**src/rtl/csh_pkg.sv**
```systemverilog
package csh_pkg;
  localparam int EVT_W  = 11;
  localparam int LIVE_W = 11;
  localparam int STAT_W = EVT_W + LIVE_W;
  localparam int ID_N   = 8;
  localparam logic [EVT_W-1:0] EVT_USED = 11'b101_1111_1111;

  localparam logic [11:0] OFS_POWER  = 12'h000;
  localparam logic [11:0] OFS_CLOCK  = 12'h004;
  localparam logic [11:0] OFS_STATUS = 12'h010;
  localparam logic [11:0] OFS_CLEAR  = 12'h014;
  localparam logic [11:0] OFS_MASK0  = 12'h018;
  localparam logic [11:0] OFS_MASK1  = 12'h01C;
  localparam logic [11:0] OFS_IDBASE = 12'hFE0;

  typedef struct packed {
    logic wrPower;
    logic wrClock;
    logic wrClear;
    logic wrMask0;
    logic wrMask1;
  } strobeT;

  typedef enum logic [2:0] {
    RD_NONE, RD_POWER, RD_CLOCK, RD_STATUS, RD_MASK0, RD_MASK1, RD_ID
  } rdSelT;

  function automatic logic [7:0] idByte(input logic [2:0] idx);
    case (idx)
      3'd0: idByte = 8'h81;
      3'd1: idByte = 8'h11;
      3'd2: idByte = 8'h04;
      3'd3: idByte = 8'h00;
      3'd4: idByte = 8'h0D;
      3'd5: idByte = 8'hF0;
      3'd6: idByte = 8'h05;
      default: idByte = 8'hB1;
    endcase
  endfunction
endpackage

```
**src/rtl/csh_ctrl.sv**
```systemverilog
module csh_ctrl
  import csh_pkg::*;
#(
  parameter int ADDR_W = 12
) (
  input  logic              clk,
  input  logic              rstN,
  input  logic              regWrEn,
  input  logic [ADDR_W-1:0] regAddr,
  output strobeT            strb,
  output rdSelT             rdSel,
  output logic [2:0]        idIdx
);
  logic [11:0] ofs;
  logic        idHit;

  always_comb begin
    ofs = 12'(regAddr);
    idHit = (ofs >= OFS_IDBASE);
    idIdx = 3'((ofs - OFS_IDBASE) >> 2);
  end

  always_comb begin
    strb = '0;
    if (regWrEn) begin
      strb.wrPower = (ofs == OFS_POWER);
      strb.wrClock = (ofs == OFS_CLOCK);
      strb.wrClear = (ofs == OFS_CLEAR);
      strb.wrMask0 = (ofs == OFS_MASK0);
      strb.wrMask1 = (ofs == OFS_MASK1);
    end
  end

  always_comb begin
    if (idHit)                  rdSel = RD_ID;
    else if (ofs == OFS_POWER)  rdSel = RD_POWER;
    else if (ofs == OFS_CLOCK)  rdSel = RD_CLOCK;
    else if (ofs == OFS_STATUS) rdSel = RD_STATUS;
    else if (ofs == OFS_MASK0)  rdSel = RD_MASK0;
    else if (ofs == OFS_MASK1)  rdSel = RD_MASK1;
    else                        rdSel = RD_NONE;
  end

  // at most one register is written per cycle
  assert_one_strobe_R8: assert property (@(posedge clk) disable iff (!rstN)
    $onehot0(strb));
  // no write strobe without a write request
  assert_no_stray_write_R10: assert property (@(posedge clk) disable iff (!rstN)
    !regWrEn |-> (strb == '0));
endmodule

```
**src/rtl/csh_dpath.sv**
```systemverilog
module csh_dpath
  import csh_pkg::*;
#(
  parameter int DATA_W = 32,
  parameter int CTRL_W = 8
) (
  input  logic              clk,
  input  logic              rstN,
  input  strobeT            strb,
  input  rdSelT             rdSel,
  input  logic [2:0]        idIdx,
  input  logic [DATA_W-1:0] wdata,
  input  logic [EVT_W-1:0]  evtIn,
  input  logic [LIVE_W-1:0] liveIn,
  output logic [DATA_W-1:0] rdata,
  output logic              irq0,
  output logic              irq1
);
  logic [EVT_W-1:0]  evtReg, evtSet, evtClr;
  logic [STAT_W-1:0] mask0Reg, mask1Reg, status;
  logic [CTRL_W-1:0] powerReg, clockReg;

  always_comb begin
    evtSet = evtIn & EVT_USED;
    evtClr = strb.wrClear ? wdata[EVT_W-1:0] : '0;
  end

  always_ff @(posedge clk) begin
    if (!rstN) begin
      evtReg   <= '0;
      mask0Reg <= '0;
      mask1Reg <= '0;
      powerReg <= '0;
      clockReg <= '0;
    end else begin
      evtReg <= (evtReg & ~evtClr) | evtSet;
      if (strb.wrMask0) mask0Reg <= wdata[STAT_W-1:0];
      if (strb.wrMask1) mask1Reg <= wdata[STAT_W-1:0];
      if (strb.wrPower) powerReg <= wdata[CTRL_W-1:0];
      if (strb.wrClock) clockReg <= wdata[CTRL_W-1:0];
    end
  end

  always_comb begin
    status = {liveIn, evtReg};
    irq0   = |(status & mask0Reg);
    irq1   = |(status & mask1Reg);
  end

  always_comb begin
    case (rdSel)
      RD_POWER:  rdata = DATA_W'(powerReg);
      RD_CLOCK:  rdata = DATA_W'(clockReg);
      RD_STATUS: rdata = DATA_W'(status);
      RD_MASK0:  rdata = DATA_W'(mask0Reg);
      RD_MASK1:  rdata = DATA_W'(mask1Reg);
      RD_ID:     rdata = DATA_W'(idByte(idIdx));
      default:   rdata = '0;
    endcase
  end

  // reset empties event status and both masks
  assert_reset_clean_R1: assert property (@(posedge clk)
    !rstN |=> (evtReg == '0 && mask0Reg == '0 && mask1Reg == '0));
  // without a clear write, set bits stay set
  assert_sticky_R2: assert property (@(posedge clk) disable iff (!rstN)
    !strb.wrClear |=> ((evtReg & $past(evtReg)) == $past(evtReg)));
  // a clear with no coinciding events drops every selected bit
  assert_clear_works_R3: assert property (@(posedge clk) disable iff (!rstN)
    (strb.wrClear && evtIn == '0) |=> ((evtReg & $past(wdata[EVT_W-1:0])) == '0));
  // an event always lands, even under a clear
  assert_set_wins_R5: assert property (@(posedge clk) disable iff (!rstN)
    1'b1 |=> ((evtReg & $past(evtSet)) == $past(evtSet)));
  // an empty mask keeps its line low
  assert_mask_gates_R6: assert property (@(posedge clk) disable iff (!rstN)
    (mask0Reg == '0) |-> !irq0);
  // the reserved event slot never sets
  assert_bit9_idle_R9: assert property (@(posedge clk) disable iff (!rstN)
    evtIn[9] |=> !evtReg[9]);
endmodule

```
**src/rtl/csh_status_irq.sv**
```systemverilog
module csh_status_irq
  import csh_pkg::*;
#(
  parameter int ADDR_W = 12,
  parameter int DATA_W = 32,
  parameter int CTRL_W = 8
) (
  input  logic              clk,
  input  logic              rstN,
  input  logic              regWrEn,
  input  logic [ADDR_W-1:0] regAddr,
  input  logic [DATA_W-1:0] regWdata,
  output logic [DATA_W-1:0] regRdata,
  input  logic [EVT_W-1:0]  evtIn,
  input  logic [LIVE_W-1:0] liveIn,
  output logic              irq0,
  output logic              irq1
);
  strobeT     strb;
  rdSelT      rdSel;
  logic [2:0] idIdx;

  csh_ctrl #(.ADDR_W(ADDR_W)) u_ctrl (
    .clk(clk), .rstN(rstN), .regWrEn(regWrEn), .regAddr(regAddr),
    .strb(strb), .rdSel(rdSel), .idIdx(idIdx)
  );

  csh_dpath #(.DATA_W(DATA_W), .CTRL_W(CTRL_W)) u_dpath (
    .clk(clk), .rstN(rstN), .strb(strb), .rdSel(rdSel), .idIdx(idIdx),
    .wdata(regWdata), .evtIn(evtIn), .liveIn(liveIn),
    .rdata(regRdata), .irq0(irq0), .irq1(irq1)
  );
endmodule

```
**config.mk**
```make
export PLATFORM = sky130hd
export DESIGN_NAME = csh_status_irq
export DESIGN_NICKNAME = d
export VERILOG_FILES = /design/src/rtl/csh_pkg.sv /design/src/rtl/csh_ctrl.sv /design/src/rtl/csh_dpath.sv /design/src/rtl/csh_status_irq.sv
export SDC_FILE = /design/constraint.sdc
export NUM_CORES = 1
export LEC_CHECK = 0
export ABC_AREA = 0
export BUFFER_PORTS_ARGS = -buffer_cell sky130_fd_sc_hd__clkbuf_2
export CAP_MARGIN = 10
export CORE_UTILIZATION = 49
export CTS_BUF_LIST = sky130_fd_sc_hd__clkbuf_8
export DETAILED_ROUTE_END_ITERATION = 8
export GPL_ROUTABILITY_DRIVEN = 1
export PLACE_DENSITY_LB_ADDON = 0.3
export SLEW_MARGIN = 20
export SYNTH_ARGS = -nofsm -noshare
export SYNTH_HDL_FRONTEND = slang
export SYNTH_SLANG_ARGS = --single-unit
```
**constraint.sdc**
```tcl
create_clock -name clk -period 2.3 [get_ports clk]
set_clock_uncertainty 0.2 [all_clocks]
set_input_delay 0.575 -clock clk [delete_from_list [all_inputs] [get_ports clk]]
set_output_delay 0.575 -clock clk [all_outputs]
set_load 0.005 [all_outputs]
```
-- Yosys cells after proc, flatten, opt, wreduce, memory -nomap -nowiden
Cells that the tools add are included.
- register bits: 71
- input port bits: 69
- output and inout bits: 34
- add/sub/neg operators: 1
- magnitude comparators: 1
- equality and inequality tests: 17
- mux-type cells: 10
- bitwise gates (word level): 5
- reductions and logical operators: 4
- operator list (kind ; number):
    $pmux 22 s6 ; 1
    $pmux 8 s7 ; 1
    $eq 12x5->1 const B ; 4
    $and 22x22->22 ; 2
    $reduce_or 22->1 ; 2
    $eq 3x3->1 const B ; 6
    $mux 3 ; 6
    $eq 12x3->1 const B ; 1
    $eq 3x2->1 const B ; 4
    $ge 12x12->1 const B ; 1
    $logic_not 12->1 ; 1
    $and 11x11->11 ; 1
    $mux 11 ; 1
    $not 11->11 ; 1
    $or 11x11->11 ; 1
    $eq 3x1->1 const B ; 2
    $mux 5 ; 1
    $sub 5x1->5 const B ; 1
    $logic_not 3->1 ; 1

-- Depth between registers and ports, before layout
- depth in word-level cells: 9
- depth in mapped cells: 6
- gate-level depth less buffers: 4

-- By module
Synthesis repeated with hierarchy kept, for this count alone.
- cell total of the unflattened synthesis: 414
- area, all modules: 3880.0 µm²
- by module, submodules not included (module ; instances ; cells an instance ; area each (µm²) ; seq. area each (µm²)):
    csh_dpath ; 1 ; 388 ; 3702.3 ; 1421.4
    csh_ctrl ; 1 ; 26 ; 177.7 ; 0.0

-- Worst setup path after synthesis
Ideal clock, no wire load.
- path type: input to output
- start point: input regAddr[11]
- end point: output regRdata[10]
- data arrival time: 1.679 ns
- data required time: 1.525 ns
- setup slack: -0.154 ns
- stages on the path: 5
- path buffers: 1
- cell sequence: nor4_4 -> and3_1 -> nand2_1 -> buf_2 -> nor2_1
- cells in the longest elaborated chain, start to end: 9
- elaborated cells on any way between the ends: 19
- RTL lines (what ; line ; RTL):
    from (decl) ; csh_status_irq.sv:11 ; input logic [ADDR_W-1:0] regAddr,
    $eq 12x5->1 ; csh_ctrl.sv:40 ; else if (ofs == OFS_MASK1) rdSel = RD_MASK1;
    $mux 3 ; csh_ctrl.sv:40 ;
    $mux 3 ; csh_ctrl.sv:39 ; else if (ofs == OFS_MASK0) rdSel = RD_MASK0;
    $mux 3 ; csh_ctrl.sv:38 ; else if (ofs == OFS_STATUS) rdSel = RD_STATUS;
    $mux 3 ; csh_ctrl.sv:37 ; else if (ofs == OFS_CLOCK) rdSel = RD_CLOCK;
    $mux 3 ; csh_ctrl.sv:36 ; else if (ofs == OFS_POWER) rdSel = RD_POWER;
    $mux 3 (*) ; csh_ctrl.sv:35 ; if (idHit) rdSel = RD_ID;
    $eq 3x3->1, or another cell as far along ; csh_dpath.sv:51 ; case (rdSel)
    $pmux 22 s6 (*) ; csh_dpath.sv:51 ;
    to (decl) ; csh_status_irq.sv:13 ; output logic [DATA_W-1:0] regRdata,
Every way passes the cells marked *; elsewhere a longest branch is shown, timed or not.

-- Worst setup path in the final report
- start point: input regAddr[8]
- end point: output regRdata[12]
Same word-level chain as after synthesis.

==> results.tsv <==
stage	metric	value	unit
logic_synthesis	synthesis-stage register bit count	71	
global_routing	initial antenna violation count	0	
critical_path	r2r setup slk	1270	ps
sta	Fin. Hold Viols	0	
cts	Num CTS Buffers	9	
sta	worst hold slack	243	ps
logic_synthesis	ys async rst share	0	%
global_routing	GRT met3 Usage	3.96	%
routing	ANT nets after route	0	
cts	Bufs on Longest Clock Path	2	
global_routing	GR Util met2	51.7	%
pwr	PwrDens	513	nW/um^2
routing	overall routed net length	13200	um
global_routing	largest net degree at the start of global routing	57	
finish	nets	652	
pwr	Internal	2.12	mW
place	Placed Cells	657	
pwr	P_sw	681	uW
logic_synthesis	Seq/Total Area, Yosys	37.2	%
logic_synthesis	Syn Inst Count	455	
logic_synthesis	most frequent cells after synthesis	92 x nand2_1, 71 x dfxtp_1, 44 x a21boi_0	
pwr	Sw Share	24.3	%
pwr	Reg power frac	45.0	%
logic_synthesis	synthesized area	3820	um^2
sta	setup violators final	24	
finish	layout cell share with drive strength beyond 1	39.0	%
logic_synthesis	number of synthesized flops with an enable pin	0	
logic_synthesis	cell taking the most area after synthesis	dfxtp_1	
critical_path	crit path max fanout	5	
sta	Tcrit/Tclk final	109	%
flow_run	Max-Cap Viols	0	
finish	area grow syn2layout	42.6	%
sta	Peak Freq	398	MHz
pwr	Tot Pwr	2.80	mW
cts	Skew-Pair Late Insertion Delay	340	ps
sta	Tmin final	2510	ps
cts	H-tree Lvls	3	
global_routing	gr usage total	30.7	%
logic_synthesis	synth top area cells	dfxtp_1 37%, nand2_1 9.0%, a21boi_0 8.6%, mux2i_1 5.8%, mux2_2 5.3%	
logic_synthesis	top cell type's share of synthesized area	37.2	%
logic_synthesis	Synth cell types	41	
global_routing	Remaining Overflow, GRT	0	
global_routing	GR peak layer	met2	
critical_path	CP Launch Type	primary input	
logic_synthesis	most numerous cell in the Yosys netlist	nand2_1	
critical_path	worst path required time	1520	ps
floorplan	Placeable Area	7410	um^2
routing	DRT iter0 DRCs	410	
place	dpl ws	-393	ps
outcome	failing checks	negative setup slack	
place	HPWL after DPL	8360	um
pwr	VDD IR-drop max	0.000283	V
global_routing	first-pass GRT wire length	19700	um
cts	# clock sinks	71	
global_routing	vias in the first global route	3907	
critical_path	arrival time worst endpoint	1740	ps
routing	DR pass1 iterations	5	
pwr	Static Leakage	2.27	nW
sta	RSZ-0062 raised after global routing	true	
pwr	Clk pwr share	43.1	%
floorplan	Die W	90.4	um
pwr	Logic pwr share	11.9	%
sta	count of pins over their slew limit	0	
finish	final core utilization	73.6	%
cts	CTS tree	built	
routing	DR vias	4177	
logic_synthesis	average size of a mapped cell	8.41	um^2
cts	Clock Root Buffer	clkbuf_8	
place	GPL Wtd Cong	0.963	
finish	non-filler cells, final	686	
critical_path	CP delay by family, top	simple AND/OR/NAND/NOR gates	
floorplan	Std-Cell Rows	31	
logic_synthesis	Post-synth top flop	dfxtp_1	
sta	final worst slack	-213	ps
logic_synthesis	Yosys warnings	0	
routing	DR WL/cell	19.3	um
outcome	outcome	finished, violations left	
critical_path	critical path class	in -> out	
global_routing	GR Util met1	39.1	%
critical_path	WP buf/inv	3	
routing	Post-route DRC	0	
place	Port Buffers	81	
cts	Reg clk slew, reported paths	70	ps
finish	Antenna Cells	0	
routing	vias per cell	6.09	
critical_path	nature of the critical path endpoint	output port	
floorplan	Boundary Pins	103	
critical_path	slowest stage cell, crit path	and3_4	
finish	fillcell total	527	
floorplan	Starting Density	51.6	%
floorplan	die height	90.4	um
critical_path	crit-path cells	buf_6 -> nor4_4 -> and3_4 -> nand2_8 -> buf_12 -> nor2_4 -> clkbuf_2	
hold_path	hold crit path type	in -> reg	
critical_path	CP max stage delay	320	ps
floorplan	die area	8160	um^2
cells by family after synthesis:
family	count (synthesis)	synth area share (%)
DFF	71	37.2
muxes	40	11.1
AOI/OAI and AO/OA	128	24.4
and+or+nand+nor	166	20.9
other	1	0.0980
buffers and inverters	49	6.38
cell usage in the layout (no fill, tap or decap), types with 5 or more instances in the layout:
| master | Yosys | layout |
|---|---|---|
| a21boi_0 | 44 | 44 |
| a221oi_2 | 0 | 8 |
| a22o_1 | 11 | 11 |
| a22oi_1 | 22 | 21 |
| a31oi_1 | 12 | 12 |
| and4_1 | 5 | 5 |
| buf_12 | 0 | 8 |
| buf_4 | 14 | 39 |
| buf_6 | 0 | 14 |
| clkbuf_2 | 0 | 71 |
| clkbuf_8 | 0 | 10 |
| conb_1 | 1 | 10 |
| dfxtp_1 | 71 | 63 |
| dfxtp_2 | 0 | 7 |
| inv_1 | 12 | 13 |
| mux2_2 | 18 | 16 |
| mux2i_1 | 22 | 21 |
| nand2_1 | 92 | 91 |
| nand3_1 | 6 | 6 |
| nand4_1 | 5 | 5 |
| nor2_2 | 1 | 6 |
| nor2_4 | 0 | 13 |
| nor2b_1 | 18 | 18 |
| o21ai_0 | 16 | 11 |
| o21ai_1 | 0 | 5 |
layer usage:
| metal | routed length (um) | up-vias | part of all wire, % |
|---|---|---|---|
| li1 | - | 1881 | - |
| met3 | 996 | 62 | 7.5 |
| met2 | 6440 | 265 | 49 |
| met4 | 510 | 0 | 3.9 |
| met5 | 0 | - | 0 |
| met1 | 5260 | 1969 | 40 |
worst register-to-register path: stages, from the launching register on:
cell      delay [ps]
dfxtp_1          420
nand2_1           80
a21boi_0         240
power by group through the flow:
stage / logic, mW / clock network, mW / registers, mW
2_1_floorplan: 0.127 / 0 / 1.28
3_3_place_gp: 0.255 / 0 / 1.28
3_5_place_dp: 0.261 / 0 / 1.28
4_1_cts: 0.300 / 1.21 / 1.26
5_1_grt: 0.354 / 1.28 / 1.26
6_report: 0.334 / 1.20 / 1.26
area by class of cell:
cell class | count | area, um^2 | area share, %
clock inverters | 6 | 110 | 2.02
clock buffers | 9 | 124 | 2.27
multi-input cells | 345 | 2490 | 45.6
inverters | 12 | 45.0 | 0.826
flip-flops and latches | 71 | 1430 | 26.3
repair buffers | 144 | 1130 | 20.7
well taps | 99 | 124 | 2.27
flip-flops by register name, indices dropped and copies added, names as in the netlist:
| register | count |
|---|---|
| u_dpath.clockReg | 8 |
| u_dpath.evtReg | 11 |
| u_dpath.mask0Reg | 22 |
| u_dpath.mask1Reg | 22 |
| u_dpath.powerReg | 8 |
final timing paths:
| check | startpoint | endpoint | cells past startpoint |
|---|---|---|---|
| min | regWdata[10] | u_dpath.evtReg[10] | 2 |
| max | regAddr[8] | regRdata[12] | 7 |
| min reg2reg | u_dpath.mask0Reg[10] | u_dpath.mask0Reg[10] | 2 |
| max reg2reg | u_dpath.mask0Reg[2] | u_dpath.mask0Reg[2] | 2 |
through the flow:
stage	area [um^2]	setup TNS (ps)
4_1_cts	5290	-4240
3_3_place_gp	4750	-5850
2_1_floorplan	3970	-781
6_report	5460	-3900
5_1_grt	5460	-5000
3_5_place_dp	4750	-6240
timing repair:
item | in CTS | in global routing
endpoints found under the setup margin | 24 | 24
hold buffers | 0 | 0
gates resized for setup | 52 | 37
cloned | 2 | 1
pin swaps | 17 | 15
hold endpoints to repair | 0 | 0
buffers inserted | 8 | 3
No activity file was read; power rests on OpenSTA's default activity.
